### config.mk
export PLATFORM = sky130hd
export DESIGN_NAME = ring_sequencer
export DESIGN_NICKNAME = d
export VERILOG_FILES = /design/src/rtl/ring_sequencer.sv
export SDC_FILE = /design/constraint.sdc
export NUM_CORES = 1
export LEC_CHECK = 0
export BUFFER_PORTS_ARGS = -buffer_cell sky130_fd_sc_hd__buf_2
export CAP_MARGIN = 20
export CORE_UTILIZATION = 42
export CTS_CLUSTER_DIAMETER = 50
export DETAILED_ROUTE_END_ITERATION = 8
export PLACE_DENSITY = 0.79
export SKIP_CTS_REPAIR_TIMING = 1
export SYNTH_ARGS = -nofsm -noshare
export SYNTH_HDL_FRONTEND = slang
export SYNTH_SLANG_ARGS = --single-unit
export TNS_END_PERCENT = 30
### constraint.sdc
create_clock -name clk -period 2.15 [get_ports clk]
set_clock_uncertainty 0.1 [all_clocks]
set_input_delay 0 -clock clk [delete_from_list [all_inputs] [get_ports clk]]
set_output_delay 0 -clock clk [all_outputs]
set_load 0.03 [all_outputs]
### src/rtl/ring_sequencer.sv
module ring_sequencer #(
  parameter logic [3:0] OP_LDA = 4'h0,
  parameter logic [3:0] OP_ADD = 4'h1,
  parameter logic [3:0] OP_SUB = 4'h2,
  parameter logic [3:0] OP_OUT = 4'hE,
  parameter logic [3:0] OP_HLT = 4'hF
) (
  input  logic        clk,
  input  logic        clr,
  input  logic [3:0]  opcode,
  output logic [5:0]  tstate,
  output logic [11:0] ctrl_word,
  output logic        pc_inc,
  output logic        pc_drive,
  output logic        mar_load_n,
  output logic        ram_drive_n,
  output logic        ir_load_n,
  output logic        ir_drive_n,
  output logic        acc_load_n,
  output logic        acc_drive,
  output logic        sub_sel,
  output logic        sum_drive,
  output logic        b_load_n,
  output logic        out_load_n,
  output logic        halted
);
  localparam logic [11:0] W_IDLE  = 12'h3E3;
  localparam logic [11:0] W_ADDR  = 12'h5E3;
  localparam logic [11:0] W_INCR  = 12'hBE3;
  localparam logic [11:0] W_MEM   = 12'h263;
  localparam logic [11:0] W_OPND  = 12'h1A3;
  localparam logic [11:0] W_RDA   = 12'h2C3;
  localparam logic [11:0] W_RDB   = 12'h2E1;
  localparam logic [11:0] W_SUM   = 12'h3C7;
  localparam logic [11:0] W_DIFF  = 12'h3CF;
  localparam logic [11:0] W_EMIT  = 12'h3F2;

  logic [5:0]  ring;
  logic        halt_q;
  logic        halt_now;
  logic [11:0] exec_w;
  logic [11:0] word;

  assign halt_now = ring[3] && (opcode == OP_HLT) && !halt_q;

  always_ff @(posedge clk) begin
    if (clr) begin
      ring   <= 6'b000001;
      halt_q <= 1'b0;
    end else if (halt_q || halt_now) begin
      halt_q <= 1'b1;
    end else begin
      ring <= {ring[4:0], ring[5]};
    end
  end

  always_comb begin
    exec_w = W_IDLE;
    unique case (1'b1)
      ring[3]: begin
        if (opcode == OP_LDA || opcode == OP_ADD || opcode == OP_SUB) exec_w = W_OPND;
        else if (opcode == OP_OUT) exec_w = W_EMIT;
      end
      ring[4]: begin
        if (opcode == OP_LDA) exec_w = W_RDA;
        else if (opcode == OP_ADD || opcode == OP_SUB) exec_w = W_RDB;
      end
      ring[5]: begin
        if (opcode == OP_ADD) exec_w = W_SUM;
        else if (opcode == OP_SUB) exec_w = W_DIFF;
      end
      default: exec_w = W_IDLE;
    endcase
  end

  always_comb begin
    word = W_IDLE;
    if (!clr && !halt_q) begin
      if (ring[0])      word = W_ADDR;
      else if (ring[1]) word = W_INCR;
      else if (ring[2]) word = W_MEM;
      else              word = exec_w;
    end
  end

  assign tstate    = ring;
  assign halted    = halt_q;
  assign ctrl_word = word;
  assign {pc_inc, pc_drive, mar_load_n, ram_drive_n, ir_load_n, ir_drive_n,
          acc_load_n, acc_drive, sub_sel, sum_drive, b_load_n, out_load_n} = word;
endmodule


After elaboration in Yosys (flattened, before gate mapping)
Index checks and enable logic that the tools add are counted.

Bits in read-only memories: 0. Memories: 0. Output and inout port bits: 31. Latch bits: 0. RAM bits: 0. Bits of input ports: 6. Flip-flop bits (word level): 7.

Equality and inequality tests: 4. Add/sub/neg operators: 0. Mux-type cells: 11. Multipliers: 0. Shift operators: 0. $lt $le $gt $ge: 0. Divide/modulo/power cells: 0. Reductions and logical operators: 10. Bitwise operators: 0.

Operator list (number): $mux 12 (4); $pmux 12 s3 (1); $mux 9 (2); $mux 6 (2); $mux 10 (1); $eq 4x4->1 const B (2); $mux 5 (1); $eq 4x1->1 const B (1); $eq 4x2->1 const B (1); $logic_not 4->1 (1); $logic_or 1x1->1 (4); $logic_and 1x1->1 (3); $logic_not 1->1 (2).

Longest topological paths before layout
Gate-level depths: netlist (run 1).

Word-level depth: 9. Depth in mapped cells: 4. Gate-level depth less buffers: 3.

Least setup slack after synthesis (run 1)
No wires, ideal clock.

Path kind: register to output. From: register ring[1] (netlist: tstate[1]). To: output ctrl_word[0]. Arrival: 2474 ps. Setup slack: -424 ps. Buffers on the path: 1. Cell stages (with the launch flop): 5. Required time: 2050 ps. Cell sequence: dfxtp_1 or4_4 nor4_2 nand2_1 buf_4.

Longest elaborated chain between the ends: 3.

Ends and longest elaborated chain: from (decl) (RTL line 38) `logic [5:0] ring;`; from (signal assigned) (RTL line 53) `ring <= {ring[4:0], ring[5]};`; $mux 12 (RTL line 80) `else if (ring[1]) word = W_INCR;`; $mux 12 (RTL line 79) `if (ring[0]) word = W_ADDR;`; $mux 12 (RTL line 78) `if (!clr && !halt_q) begin`; to (decl) (RTL line 12) `output logic [11:0] ctrl_word,`.

Every way passes these cells.

Worst setup path in the final report (run 1)
From: register ring[2] (netlist: tstate[2]). To: output ctrl_word[5].

Longest elaborated chain between the ends: 4.

Ends and longest elaborated chain: $mux 12 (RTL line 81) `else if (ring[2]) word = W_MEM;`; $mux 12 (RTL line 80); $mux 12 (RTL line 79); $mux 12 (RTL line 78).

Every way passes these cells.

==> summary.txt, run 1 <==
Final layout
  – Commonest non-fill, non-tap cell in the layout: buf_2
  – Layout cells sized above 1: between 40% and 50%
  – Leading cell types in the layout, fill and taps excluded: buf_2 (34), nand2_1 (6), dfxtp_1 (6)
  – Post-layout util: 59.2%
  – Layout area overhead: 26.8%
  – Design Area, Final: 800 um2
  – Fin nets: between 100 and 150
  – Diodes inserted: 0
  – Layout fillers: 125
  – Non-Filler Instances: ~120

Die
  – IO Count: 37
  – Core Footprint: 0.00135 mm2
  – Starting Density: 46.7%
  – Die area: 0.00166 mm2
  – Die width: 40.8 um
  – Die Ht: approximately 41 um
  – Cell Rows: 13

Logic synthesis
  – Synth Area in XOR/XNOR: 1.39%
  – Syn Area/Cell: 7.98 um2
  – Mux share of post-synthesis cell area: 0%
  – Netlist cell types: 35
  – Largest family of logic cells by synthesized area: simple AND/OR/NAND/NOR gates
  – Post-synthesis sequential area ratio: 22.2%
  – Simple-Gate Fraction of Synth Area: 40.1%
  – Post-synthesis cell count: between 70 and 80
  – Post-Syn Area: 631 um2
  – Syn_nets: 85
  – Adder-cell share of the synthesized area: 0%
  – Post-synthesis register bit count: 7
  – YS warnings: 0
  – Synth Area in Compound Gates: 18.5%

Route
  – Via/cell ratio: 5.64
  – Starting DRT DRC Count: 9
  – Residual DRC: 0
  – M1 WL: between 600 and 700 um
  – Met2 WL: 623 um
  – Number of detailed-route iterations in the first pass: 4
  – DR WL/cell: around 12 um
  – Top layer used by detailed routing: met4
  – Routed wl met3: 87 um
  – DR vias: a little under 700
  – Final wirelength: 1.40 mm
  – Post-DRT Antenna Nets: 0

CTS
  – CTS buffer count: 3
  – H-tree depth: 1
  – Clock buffer depth: 2
  – TritonCTS clock tree: yes
  – Clock root buffer: clkbuf_4
  – Clock-pin slew on the worst setup and hold paths: ~50 ps
  – CTS sink count: 7
  – Clk_lat worst skew: 250 ps

Outcome
  – Failing checks: hold timing
  – Status: finished with violations

STA
  – Setup violators final: 0
  – RSZ-0062 raised after global routing: yes
  – Setup TNS: 0 ps
  – Relative slew slack: 71.6%
  – Worst Tran Pin Value: 425 ps
  – Hold_ws: -23.3 ps
  – Fmax: 473 MHz
  – Final worst path period share: slightly below 100%
  – Final Slew Violations: 0
  – Fin crit period: 2110 ps
  – Final number of hold-violating endpoints: 1

Global routing
  – Vias in the first global route: 516
  – Largest net degree at the start of global routing: 14
  – First-pass GRT wire length: ~2.2 mm
  – Initial antenna violation count: 0
  – Total Routing Usage GR: 19.6%
  – Total grt overflow: 0

Setup path
  – CP startpoint kind: flip-flop
  – Kind of critical path: flip-flop to output port
  – Peak fanout along the critical path: 7
  – CP Capture Type: output port
  – Worst endpoint required time: 2050 ps
  – CP Data Arrival Time: between 2000 and 2500 ps

Placement
  – Gpl congestion: 0.868
  – Post-DP HPWL: 1.11 mm
  – Placed cells: 116
  – Area post-placement: 749 um2
  – PortBufs: 36

Power
  – Power Density: 519 mW/mm2
  – Leak Pwr: 0.000368 uW
  – VDD IR max: between 0.0003 and 0.0004 V

Hold path
  – Hold crit path type: input pin to flip-flop

Job
  – Max-cap violations: 0
## cells in the mapped netlist
cell type,instances,share of area (%)
nor4_2,1,2.0
nand2_1,6,3.6
nor4_4,1,3.4
nor2b_1,2,2.0
buf_4,12,14
and2_1,1,0.99
or4_4,1,1.8
and3_1,3,3.0
a22oi_1,1,1.2
clkbuf_1,3,1.8
or3b_1,1,1.4
o211a_1,1,1.6
nand3b_1,2,2.4
and4b_2,1,1.8
nand3_1,1,0.79
o211ai_1,2,2.4
and3b_2,1,1.6
xor2_1,1,1.4
nor4b_1,1,1.4
nor4_1,1,0.99
nand4_1,3,3.0
a21oi_1,2,1.6
nor3_1,2,1.6
dfxtp_1,7,22
inv_1,3,1.8
o221a_2,1,1.8
nor2_1,5,3.0
or2b_1,1,1.2
and3_2,1,1.2
o311ai_0,3,4.2
a41oi_1,1,1.4
nand2b_1,2,2.0
o31a_1,2,2.8
o21ai_0,2,1.6
nor3b_1,1,1.2
## sequential cells by signal, indices dropped and copies added (netlist names)
| name | flops |
|---|---|
| halted | 1 |
| tstate | 6 |
## per-layer routing
layer / up-vias / track usage [%]
met4: 0 / 10.8
met3: 2 / 2.17
met1: 309 / 24.1
met2: 30 / 32.9
met5: - / 0
li1: 342 / -
## area by class of cell
type,count,area (um2),share of cell area [%]
clock buffers,4,26.3,3.29
flip-flops and latches,7,141,17.7
multi-input cells,54,394,49.3
repair buffers,38,208,26.0
well taps,15,18.8,2.35
inverters,3,11.3,1.41
## per-stage QoR
stage	setup WS [ps]	total power [uW]
finish	36.1	415
global route	-35.9	442
CTS	50.1	420
detailed placement	339	296
global placement	359	294
floorplan	-141	262
## worst max-delay path, stage by stage (launching register included)
cell and delay (ps):
dfxtp_2 340, or4_4 560, nor4_4 280, or3b_4 430, buf_6 150
## kinds of logic (layout without fill, tap and decap cells)
| kind of cell | after synthesis | after routing |
|---|---|---|
| AOI/OAI and AO/OA | 15 | 15 |
| xor gates and xnor gates | 1 | 1 |
| buffers and inverters | 18 | 45 |
| DFF | 7 | 7 |
| and+or+nand+nor | 38 | 38 |
## path summary, 6_finish.rpt
| path | start | to | depth (start not counted) | slack [ps] |
|---|---|---|---|---|
| setup reg to reg | tstate[3]$_SDFFE_PP0N_ | tstate[4]$_SDFFE_PP0N_ | 3 | 800 |
| hold reg to reg | tstate[2]$_SDFFE_PP0N_ | tstate[2]$_SDFFE_PP0N_ | 2 | 480 |
| setup / recovery | tstate[2]$_SDFFE_PP0N_ | ctrl_word[5] | 4 | 40 |
| hold / removal | clr | halted$_SDFFE_PP0P_ | 2 | -20 |
## where the power goes
part	switching, uW	internal (uW)	total [uW]
Sequential	20.2	141	162
Combinational	88.9	45.5	134
Clock	48.1	70.8	119
Power figures use the tool's default switching activity.
==> inputs of run 2 (changes only) <==
--- a/config.mk
+++ b/config.mk
@@ -7,10 +7,11 @@
 export LEC_CHECK = 0
 export BUFFER_PORTS_ARGS = -buffer_cell sky130_fd_sc_hd__buf_2
 export CAP_MARGIN = 20
-export CORE_UTILIZATION = 42
+export CORE_UTILIZATION = 38
 export CTS_CLUSTER_DIAMETER = 50
 export DETAILED_ROUTE_END_ITERATION = 8
-export PLACE_DENSITY = 0.79
+export PLACE_DENSITY = 0.75
+export SETUP_SLACK_MARGIN = 0.5
 export SKIP_CTS_REPAIR_TIMING = 1
 export SYNTH_ARGS = -nofsm -noshare
 export SYNTH_HDL_FRONTEND = slang
==> constraint.sdc (replaced) <==
create_clock -name clk -period 1.84 [get_ports clk]
set_clock_uncertainty 0.1 [all_clocks]
set_input_delay 0 -clock clk [delete_from_list [all_inputs] [get_ports clk]]
set_output_delay 0 -clock clk [all_outputs]
set_load 0.03 [all_outputs]
==> summary.txt, run 2 (synthesis results as in run 1) <==
Outcome
  – Status: finished with violations (unchanged)
  – Failing checks: setup timing (was hold timing)

Global routing
  – Vias in the first global route: 614 (was 516)
  – Total grt overflow: 0 (unchanged)
  – Initial antenna violation count: 0 (unchanged)
  – Total Routing Usage GR: 19.7% (was 19.6%)
  – First-pass GRT wire length: 2.65 mm (was 2.15 mm)
  – Largest net degree at the start of global routing: 14 (unchanged)

Die
  – Die Ht: 42.7 um (was 40.8 um)
  – Core Footprint: 0.00152 mm2 (was 0.00135 mm2)
  – IO Count: 37 (unchanged)
  – Starting Density: 41.4% (was 46.7%)
  – Cell Rows: 14 (was 13)
  – Die width: 42.7 um (was 40.8 um)
  – Die area: 0.00183 mm2 (was 0.00166 mm2)

STA
  – Worst Tran Pin Value: 292 ps (was 425 ps)
  – Fin crit period: slightly above 2000 ps
  – Hold_ws: 29.2 ps (was -23.3 ps)
  – Final Slew Violations: 0 (unchanged)
  – Relative slew slack: 80.4% (was 71.6%)
  – Final worst path period share: 112%
  – Fmax: 485 MHz
  – Final number of hold-violating endpoints: 0 (was 1)
  – RSZ-0062 raised after global routing: yes (unchanged)
  – Setup violators final: 12 (was 0)
  – Worst Slack Setup Final: -220 ps (was 36.1 ps)

Setup path
  – CP Capture Type: output port (unchanged)
  – Worst endpoint required time: 1740 ps (was 2050 ps)
  – CP startpoint kind: flip-flop (unchanged)
  – Crit-path max cell delay: 530 ps (was 560 ps)
  – Kind of critical path: flip-flop to output port (unchanged)
  – Slowest cell on the critical path: or4_4 (unchanged)
  – Crit path cell chain: or4_4, nor4_4, or3b_4, buf_6 (unchanged)
  – CP Data Arrival Time: 1960 ps (was 2010 ps)
  – Peak fanout along the critical path: 3 (was 7)

Route
  – Met2 WL: 917 um (was 623 um)
  – Number of detailed-route iterations in the first pass: 4 (unchanged)
  – Top layer used by detailed routing: met4 (unchanged)
  – Post-DRT Antenna Nets: 0 (unchanged)
  – DR WL/cell: 14.7 um (was 11.6 um)
  – DR vias: 738 (was 683)
  – Residual DRC: 0 (unchanged)
  – Routed wl met3: 113 um (was 87 um)
  – Via/cell ratio: 5.86 (was 5.64)
  – Final wirelength: 1.85 mm (was 1.40 mm)
  – Starting DRT DRC Count: 33 (was 9)
  – M1 WL: 777 um (was 665 um)

Final layout
  – Layout fillers: 136 (was 125)
  – Number of flip-flops under the largest register name: 6 (unchanged)
  – Layout area overhead: 47.2% (was 26.8%)
  – Leading cell types in the layout, fill and taps excluded: buf_2 (23), buf_6 (9), buf_4 (8) (was buf_2 (34), nand2_1 (6), dfxtp_1 (6))
  – Layout cells sized above 1: 59.1% (was 48.1%)
  – Area taken by multi-input logic gates: 429 um2 (was 394 um2)
  – Commonest non-fill, non-tap cell in the layout: buf_2 (unchanged)
  – Diodes inserted: 0 (unchanged)
  – FF/Latch Area: 149 um2 (was 141 um2)
  – Fin nets: 117 (was 113)

CTS
  – Clock root buffer: clkbuf_4 (unchanged)
  – CTS sink count: 7 (unchanged)
  – H-tree depth: 1 (unchanged)
  – CTS buffer count: 3 (unchanged)
  – Clock-pin slew on the worst setup and hold paths: 70 ps (was 50 ps)
  – Clock buffer depth: 2 (unchanged)
  – Clk_lat worst skew: 270 ps (was 250 ps)
  – TritonCTS clock tree: yes (unchanged)

Placement
  – Post-DP HPWL: 1.32 mm (was 1.11 mm)
  – Gpl congestion: 0.843 (was 0.868)
  – DP Worst Slack: 79.6 ps (was 339 ps)
  – PortBufs: 36 (unchanged)

Power
  – Power Density: 579 mW/mm2 (was 519 mW/mm2)
  – VDD IR max: 0.000300 V (was 0.000384 V)
  – Leak Pwr: 0.000411 uW (was 0.000368 uW)

Hold path
  – Hold crit path type: input pin to flip-flop (unchanged)

Job
  – Max-cap violations: 0 (unchanged)
==> run 2: changes by cell type in the layout (fill, tap and decap cells not counted), sizes merged <==
cell and delta:
clkbuf +1, buf +2, clkinv +1
==> run 2: path summary, 6_finish.rpt <==
check                         start                     end  slack (ps)  cells after the start
max             halted$_SDFFE_PP0P_              acc_load_n        -220                      4
min                             clr     halted$_SDFFE_PP0P_          30                      3
max reg2reg  tstate[3]$_SDFFE_PP0N_  tstate[4]$_SDFFE_PP0N_         560                      3
min reg2reg  tstate[1]$_SDFFE_PP0N_  tstate[1]$_SDFFE_PP0N_         450                      2
==> run 2: metal layers <==
layer / up-vias / GRT usage, %
li1: 347 / -
met1: 344 / 22.6
met2: 42 / 31.8
met3: 5 / 2.55
met4: 0 / 16.9
met5: - / 0
==> run 2: power breakdown <==
group          switching, uW  leakage (uW)  internal (uW)
Sequential              18.3     0.0000593            166
Combinational            124      0.000334           74.6
Clock                   73.1     0.0000177           80.3
Total                    216      0.000411            321
==> run 2: layout make-up <==
type	count	share of cell area, %
Clock buffer	3	2.43
Clock inverter	1	0.539
Inverter	3	1.21
Multi-Input combinational cell	54	46.2
Sequential cell	7	16.0
Tap cell	16	2.16
Timing Repair Buffer	42	31.4
==> run 2: through the flow <==
stage / instances / util [%] / setup TNS [ps] / total power [uW] / instance area, um2
3_5_place_dp: 120 / 52.7 / 0 / 366 / 803
6_report: 126 / 60.9 / -1290 / 537 / 928
5_1_grt: 126 / 60.9 / -1530 / 551 / 928
3_3_place_gp: 120 / 52.7 / 0 / 361 / 803
4_1_cts: 124 / 54.5 / -760 / 511 / 831
2_1_floorplan: 79 / - / -660 / 314 / 678
==> run 2: critical path, delay by kind of cell, from the launching register on <==
family / cells / cell delay (ps)
flip-flops: 1 / 320
AND/OR/NAND/NOR: 3 / 1230
buffers and inverters: 1 / 150
